**config.mk**
```make
export PLATFORM = sky130hd
export DESIGN_NAME = burst_accum
export DESIGN_NICKNAME = d
export VERILOG_FILES = /design/src/rtl/burst_accum_pkg.sv /design/src/rtl/beat_sequencer.sv /design/src/rtl/slot_bank.sv /design/src/rtl/burst_accum.sv
export SDC_FILE = /design/constraint.sdc
export NUM_CORES = 1
export LEC_CHECK = 0
export CORE_AREA = 2 2 107 89
export CTS_CLUSTER_DIAMETER = 60
export CTS_CLUSTER_SIZE = 24
export DETAILED_ROUTE_END_ITERATION = 16
export DIE_AREA = 0 0 109 91
export GPL_TIMING_DRIVEN = 0
export PLACE_DENSITY_LB_ADDON = 0.15
export RECOVER_POWER = 50
export SYNTH_ARGS = -nofsm -noshare
export SYNTH_HDL_FRONTEND = slang
export SYNTH_SLANG_ARGS = --single-unit
export TNS_END_PERCENT = 10
```
**constraint.sdc**
```tcl
create_clock -name clk -period 2.4 [get_ports clk]
set_input_delay 0.6 -clock clk [delete_from_list [all_inputs] [get_ports clk]]
set_output_delay 0.6 -clock clk [all_outputs]
set_load 0.02 [all_outputs]
```
**src/rtl/burst_accum_pkg.sv**
```systemverilog
// Shared constants and types for the burst write accumulator.
package burst_accum_pkg;
    localparam int SLOTS = 4;
    localparam int PTR_W = $clog2(SLOTS);
    typedef logic [PTR_W-1:0] slot_t;
endpackage

```
**src/rtl/beat_sequencer.sv**
```systemverilog
// Tracks one open burst: accepts commands, counts beats, steps the slot
// pointer and latches the row. Assumes at most one beat per cycle.
module beat_sequencer
    import burst_accum_pkg::*;
#(
    parameter int ADDR_W = 20,
    parameter bit WIDE   = 1'b1
) (
    input  logic              clk,
    input  logic              rst_n,
    input  logic              cmd_valid,
    input  logic [ADDR_W+1:0] cmd_addr,
    input  logic              beat_valid,
    output logic              take,
    output logic              last,
    output logic              accept,
    output slot_t             slot,
    output logic [ADDR_W-1:0] row,
    output logic              busy,
    output logic              cmd_err
);
    slot_t cnt;

    // Decode beat acceptance, the last beat and command acceptance.
    always_comb begin
        take   = busy && beat_valid;
        last   = take && (cnt == slot_t'(SLOTS - 1));
        accept = cmd_valid && (!busy || last);
    end

    // Advance burst state, beat count and slot pointer.
    always_ff @(posedge clk) begin
        if (!rst_n) begin
            busy    <= 1'b0;
            cnt     <= '0;
            slot    <= '0;
            row     <= '0;
            cmd_err <= 1'b0;
        end else begin
            cmd_err <= cmd_valid && busy && !last;
            if (accept) begin
                busy <= 1'b1;
                cnt  <= '0;
                slot <= WIDE ? cmd_addr[PTR_W-1:0] : '0;
                row  <= cmd_addr[ADDR_W+1:2];
            end else if (take) begin
                cnt  <= cnt + 1'b1;
                slot <= slot + 1'b1;
                if (last) busy <= 1'b0;
            end
        end
    end

    // an error flag always belongs to a burst that is still open.
    a_r9_err_while_open: assert property (@(posedge clk) disable iff (!rst_n)
        cmd_err |-> busy);
    // a command on the fourth beat keeps the sequencer open.
    a_r8_back_to_back: assert property (@(posedge clk) disable iff (!rst_n)
        (last && cmd_valid) |=> busy);
    // the pointer steps by one slot per beat, wrapping.
    a_r2_ptr_step: assert property (@(posedge clk) disable iff (!rst_n)
        (take && !accept) |=> (slot == slot_t'($past(slot) + 1'b1)));
endmodule

```
**src/rtl/slot_bank.sv**
```systemverilog
// Holds the four beat slots and their lane enables for the open burst,
// and presents the merged view that includes the beat being taken now.
// Assumes clear and take coincide only on a fourth beat.
module slot_bank
    import burst_accum_pkg::*;
#(
    parameter int BEAT_W = 8,
    parameter int LANES  = 2
) (
    input  logic                      clk,
    input  logic                      rst_n,
    input  logic                      clear,
    input  logic                      take,
    input  slot_t                     slot,
    input  logic [BEAT_W-1:0]         beat_data,
    input  logic [LANES-1:0]          beat_wen_n,
    output logic [SLOTS*BEAT_W-1:0]   merged_data,
    output logic [SLOTS*LANES-1:0]    merged_en
);
    logic [SLOTS*BEAT_W-1:0] acc_data;
    logic [SLOTS*LANES-1:0]  acc_en;

    for (genvar s = 0; s < SLOTS; s++) begin : g_slot
        logic hit;
        assign hit = take && (slot == slot_t'(s));

        // Merge the incoming beat over the stored slot contents.
        always_comb begin
            merged_data[s*BEAT_W +: BEAT_W] = hit ? beat_data : acc_data[s*BEAT_W +: BEAT_W];
            merged_en[s*LANES +: LANES]     = hit ? ~beat_wen_n : acc_en[s*LANES +: LANES];
        end

        // Store a beat into this slot; a new command clears its enables.
        always_ff @(posedge clk) begin
            if (!rst_n) begin
                acc_data[s*BEAT_W +: BEAT_W] <= '0;
                acc_en[s*LANES +: LANES]     <= '0;
            end else begin
                if (hit) acc_data[s*BEAT_W +: BEAT_W] <= beat_data;
                if (clear) acc_en[s*LANES +: LANES] <= '0;
                else if (hit) acc_en[s*LANES +: LANES] <= ~beat_wen_n;
            end
        end
    end

    // a new burst starts with every slot's enables inactive.
    a_r5_clear_masks: assert property (@(posedge clk) disable iff (!rst_n)
        (clear && !take) |=> (acc_en == '0));
endmodule

```
**src/rtl/burst_accum.sv**
```systemverilog
// Burst write accumulator top. Collects four beats into one wide word
// and issues one masked array write, or none if the burst is an abort.
// Assumes beats arrive one per cycle on beat_valid after the command.
module burst_accum
    import burst_accum_pkg::*;
#(
    parameter int BEAT_W = 8,
    parameter int LANES  = 2,
    parameter int ADDR_W = 20,
    parameter bit WIDE   = 1'b1
) (
    input  logic                      clk,
    input  logic                      rst_n,
    input  logic                      cmd_valid,
    input  logic [ADDR_W+1:0]         cmd_addr,
    input  logic                      beat_valid,
    input  logic [BEAT_W-1:0]         beat_data,
    input  logic [LANES-1:0]          beat_wen_n,
    output logic                      arr_we,
    output logic [SLOTS*BEAT_W-1:0]   arr_data,
    output logic [SLOTS*LANES-1:0]    arr_lane_en,
    output logic [ADDR_W-1:0]         arr_row,
    output logic                      cmd_err
);
    logic              take, last, accept, busy;
    slot_t             slot;
    logic [ADDR_W-1:0] row;
    logic [SLOTS*BEAT_W-1:0] merged_data;
    logic [SLOTS*LANES-1:0]  merged_en;

    beat_sequencer #(.ADDR_W(ADDR_W), .WIDE(WIDE)) i_seq (
        .clk(clk), .rst_n(rst_n), .cmd_valid(cmd_valid), .cmd_addr(cmd_addr),
        .beat_valid(beat_valid), .take(take), .last(last), .accept(accept),
        .slot(slot), .row(row), .busy(busy), .cmd_err(cmd_err)
    );

    slot_bank #(.BEAT_W(BEAT_W), .LANES(LANES)) i_bank (
        .clk(clk), .rst_n(rst_n), .clear(accept), .take(take), .slot(slot),
        .beat_data(beat_data), .beat_wen_n(beat_wen_n),
        .merged_data(merged_data), .merged_en(merged_en)
    );

    // Launch the array write once the fourth beat is in; drop aborts.
    always_ff @(posedge clk) begin
        if (!rst_n) begin
            arr_we      <= 1'b0;
            arr_data    <= '0;
            arr_lane_en <= '0;
            arr_row     <= '0;
        end else begin
            arr_we <= last && (|merged_en);
            if (last) begin
                arr_data    <= merged_data;
                arr_lane_en <= merged_en;
                arr_row     <= row;
            end
        end
    end

    // the array write is a single-cycle pulse.
    a_r1_we_pulse: assert property (@(posedge clk) disable iff (!rst_n)
        arr_we |=> !arr_we);
    // a write always carries at least one enabled lane.
    a_r6_no_empty_write: assert property (@(posedge clk) disable iff (!rst_n)
        arr_we |-> (|arr_lane_en));
    // a write follows only a burst that was open on the previous edge.
    a_r1_we_after_burst: assert property (@(posedge clk) disable iff (!rst_n)
        $rose(arr_we) |-> $past(busy));
endmodule

```
==> results.json <==
{
  "portBuffers": 96,
  "leakage_uw": 0.00249,
  "finalWorstSetupSlack_ns": 0.269,
  "start_kind": "flop",
  "finalMaxSlewViolations": 0,
  "syn_to_final_growth_pct": 35.7,
  "regArea_um2": 2540,
  "period_share_pct": 88.8,
  "die-area_um2": 9920,
  "antenna_cells": 0,
  "row_count": 31,
  "hpwlAfterDp_um": 7940,
  "drt_iter0_drc": 177,
  "antenna_found_initial": 0,
  "cp_slowest_cell": "clkdlybuf4s50_1",
  "initial_utilization_pct": 53.0,
  "htreeDepth": 4,
  "gp_congestion": 0.806,
  "max-cap-violations": 0,
  "wire_per_inst_um": 15.9,
  "numCtsBuffers": 17,
  "io_pins": 98,
  "most-common-layout-cells": "dfxtp_1 (127), clkdlybuf4s50_1 (94), nor2_1 (81)",
  "hold_depth": 2,
  "cp_slowest_stage_delay_ns": 0.64,
  "fin_skew_ns": 0.00695,
  "worst-setup-path-type": "flop to output pin",
  "wl_met1_um": 5360,
  "syn-instance-count": 493,
  "final_common_cell": "dfxtp_1",
  "grt_pass1_wl_um": 19200,
  "powerDensity_nw_per_um2": 790,
  "period_minus_slack_ns": 2.13,
  "core_area_um2": 8800,
  "met2WireLength_um": 5480,
  "numClockSinks": 127,
  "post-place-ws_ns": 0.0274,
  "dr_wl_met3_um": 689,
  "fillCellCount": 673,
  "grt_remaining_overflow": 0,
  "r2r_end": "arr_row[18]",
  "reg2reg_depth": 6,
  "cts.reportedPaths.clkPinSlew_ns": 0.06,
  "worstMarginPinSlew_ns": 1.16,
  "nets": 649,
  "ys_seq_area_share_pct": 54.5,
  "grt.total_usage_pct": 25.3,
  "hold_start": "arr_row[15]",
  "rsz0062_at_grt": "false",
  "multi_input_area_um2": 1840,
  "crit_family": "buffers and inverters",
  "worstPathMaxFanout": 2,
  "finalHoldViolations": 0,
  "route.detailed.drc": 0,
  "cts_setup_buffers": 0,
  "stdcell_area_um2": 6330,
  "rrSetupSlack_ns": 0.31,
  "synth_nets": 534,
  "route.top_layer_used": "met4",
  "die_w_um": 109,
  "startpoint": "arr_row[7]",
  "cts_tree": "built",
  "maxSlewHeadroom_pct": 22.1,
  "vias": 3943,
  "postCtsHoldBufs": 0,
  "drt.antenna.violating_nets": 0,
  "clk-insertion-delay-late_ns": 0.52,
  "cts-resized-gates": 0,
  "root_buffer": "clkbuf_8",
  "placed_cell_area_um2": 5770,
  "critPathBufInv": 1,
  "crit_required_ns": 1.80,
  "hold_class": "flop to flop",
  "whs_endpoint": "arr_row[15]",
  "setup_tns_ns": 0,
  "critPathArrivalTime_ns": 1.53,
  "clk_path_buf_depth": 2,
  "grt_pass1_vias": 3957,
  "vdd_drop_max_mv": 0.472,
  "grt_max_degree": 17,
  "cp-end-kind": "output pin",
  "synth_area_um2": 4670,
  "via_per_inst": 5.36,
  "fin_total_pwr_uw": 5000,
  "dr.pass1.iters": 4,
  "synth-seq-cells": 127,
  "outcome": "complete, no violations",
  "rr_startpoint": "i_seq.cnt[0]",
  "fmax_mhz": 469,
  "drive_gt1_share_pct": 8.05,
  "syn_avg_cell_area_um2": 9.46,
  "path_cells": "clkdlybuf4s50_1",
  "chipHeight_um": 91,
  "routed_wl_um": 11700,
  "setup_viol_count_final": 0,
  "yosysWarnings": 0,
  "synth.distinct_cells": 30
}
-- report_power, final --
part / switching [uW] / internal [uW] / total [uW]
logic: 152 / 115 / 268
clock network: 912 / 1660 / 2570
registers: 17.4 / 2150 / 2160
total: 1080 / 3920 / 5000
-- registers in the layout, indices dropped and copies added (netlist names) --
register	count
i_bank.acc_en	8
arr_lane_en	8
i_bank.acc_data	32
i_seq.busy	1
i_seq.cmd_err	1
i_seq.cnt	2
arr_we	1
arr_data	32
i_seq.row	20
arr_row	20
i_seq.slot	2
-- worst register-to-register path: cells and delay by family (launching register included) --
kind | cells | cell delay (ns)
buffers and inverters | 2 | 0.96
AO/OA/AOI/OAI | 1 | 0.16
adder cells (fa/ha/maj) | 1 | 0.26
AND/OR/NAND/NOR | 2 | 0.29
flip-flops | 1 | 0.35
-- metal layers --
layer	global-route usage [%]	up-vias
li1	-	1923
met1	33.7	1883
met2	39.3	119
met3	7.25	18
met4	8.12	0
met5	0	-
-- per-stage QoR --
stage / hold slack, ns / utilization (%) / instances
final: 0.452 / 71.9 / 736
after global placement: 0.438 / 65.5 / 704
after floorplan: 0.428 / - / 493
after detailed placement: 0.443 / 65.5 / 704
after CTS: 0.443 / 72.3 / 736
after global routing: 0.469 / 71.9 / 736
-- area by class of cell --
type | instances | area share (%)
clock inverters | 10 | 2.13
well taps | 115 | 2.27
clock buffers | 22 | 7.31
flip-flops and latches | 127 | 40.2
plain buffers | 40 | 3.58
repair buffers | 96 | 15.2
multi-input cells | 320 | 29.0
inverters | 6 | 0.356
-- worst max path at each step --
stage / cells past startpoint / endpoint / slack, ns
after floorplan: 5 / arr_we / 0.86
after global placement: 5 / i_bank.acc_data[11] / 0.09
after detailed placement: 5 / i_bank.acc_data[11] / 0.03
after CTS: 1 / arr_row[7] / 0.25
after global routing: 6 / arr_row[18] / 0.14
final: 1 / arr_row[7] / 0.27
-- cells by family after synthesis --
logic type | after synthesis | share of synthesized area, %
AO/OA/AOI/OAI | 111 | 15.3
XOR/XNOR | 2 | 0.376
adder cells (fa/ha/maj) | 5 | 1.34
buffers and inverters | 46 | 5.77
flip-flops | 127 | 54.5
multiplexers | 40 | 8.58
AND/OR/NAND/NOR | 162 | 14.1
-- cell usage after synthesis (all sizes together) --
cell / number / area [um2]
nand2: 47 / 176
or2: 3 / 18.8
xnor2: 2 / 17.5
inv: 6 / 22.5
a22oi: 1 / 7.51
clkbuf: 17 / 63.8
mux2i: 40 / 400
dfxtp: 127 / 2540
nor2: 81 / 304
or4: 1 / 7.51
and3: 1 / 6.26
and2: 1 / 6.26
a21bo: 1 / 10.0
nand3: 25 / 125
o21ai: 22 / 114
buf: 23 / 183
a311oi: 2 / 17.5
a211oi: 41 / 328
ha: 5 / 62.6
a21oi: 42 / 210
a32oi: 1 / 8.76
nor3: 3 / 15.0
a21boi: 1 / 18.8
(Power assumes the default switching activity.)
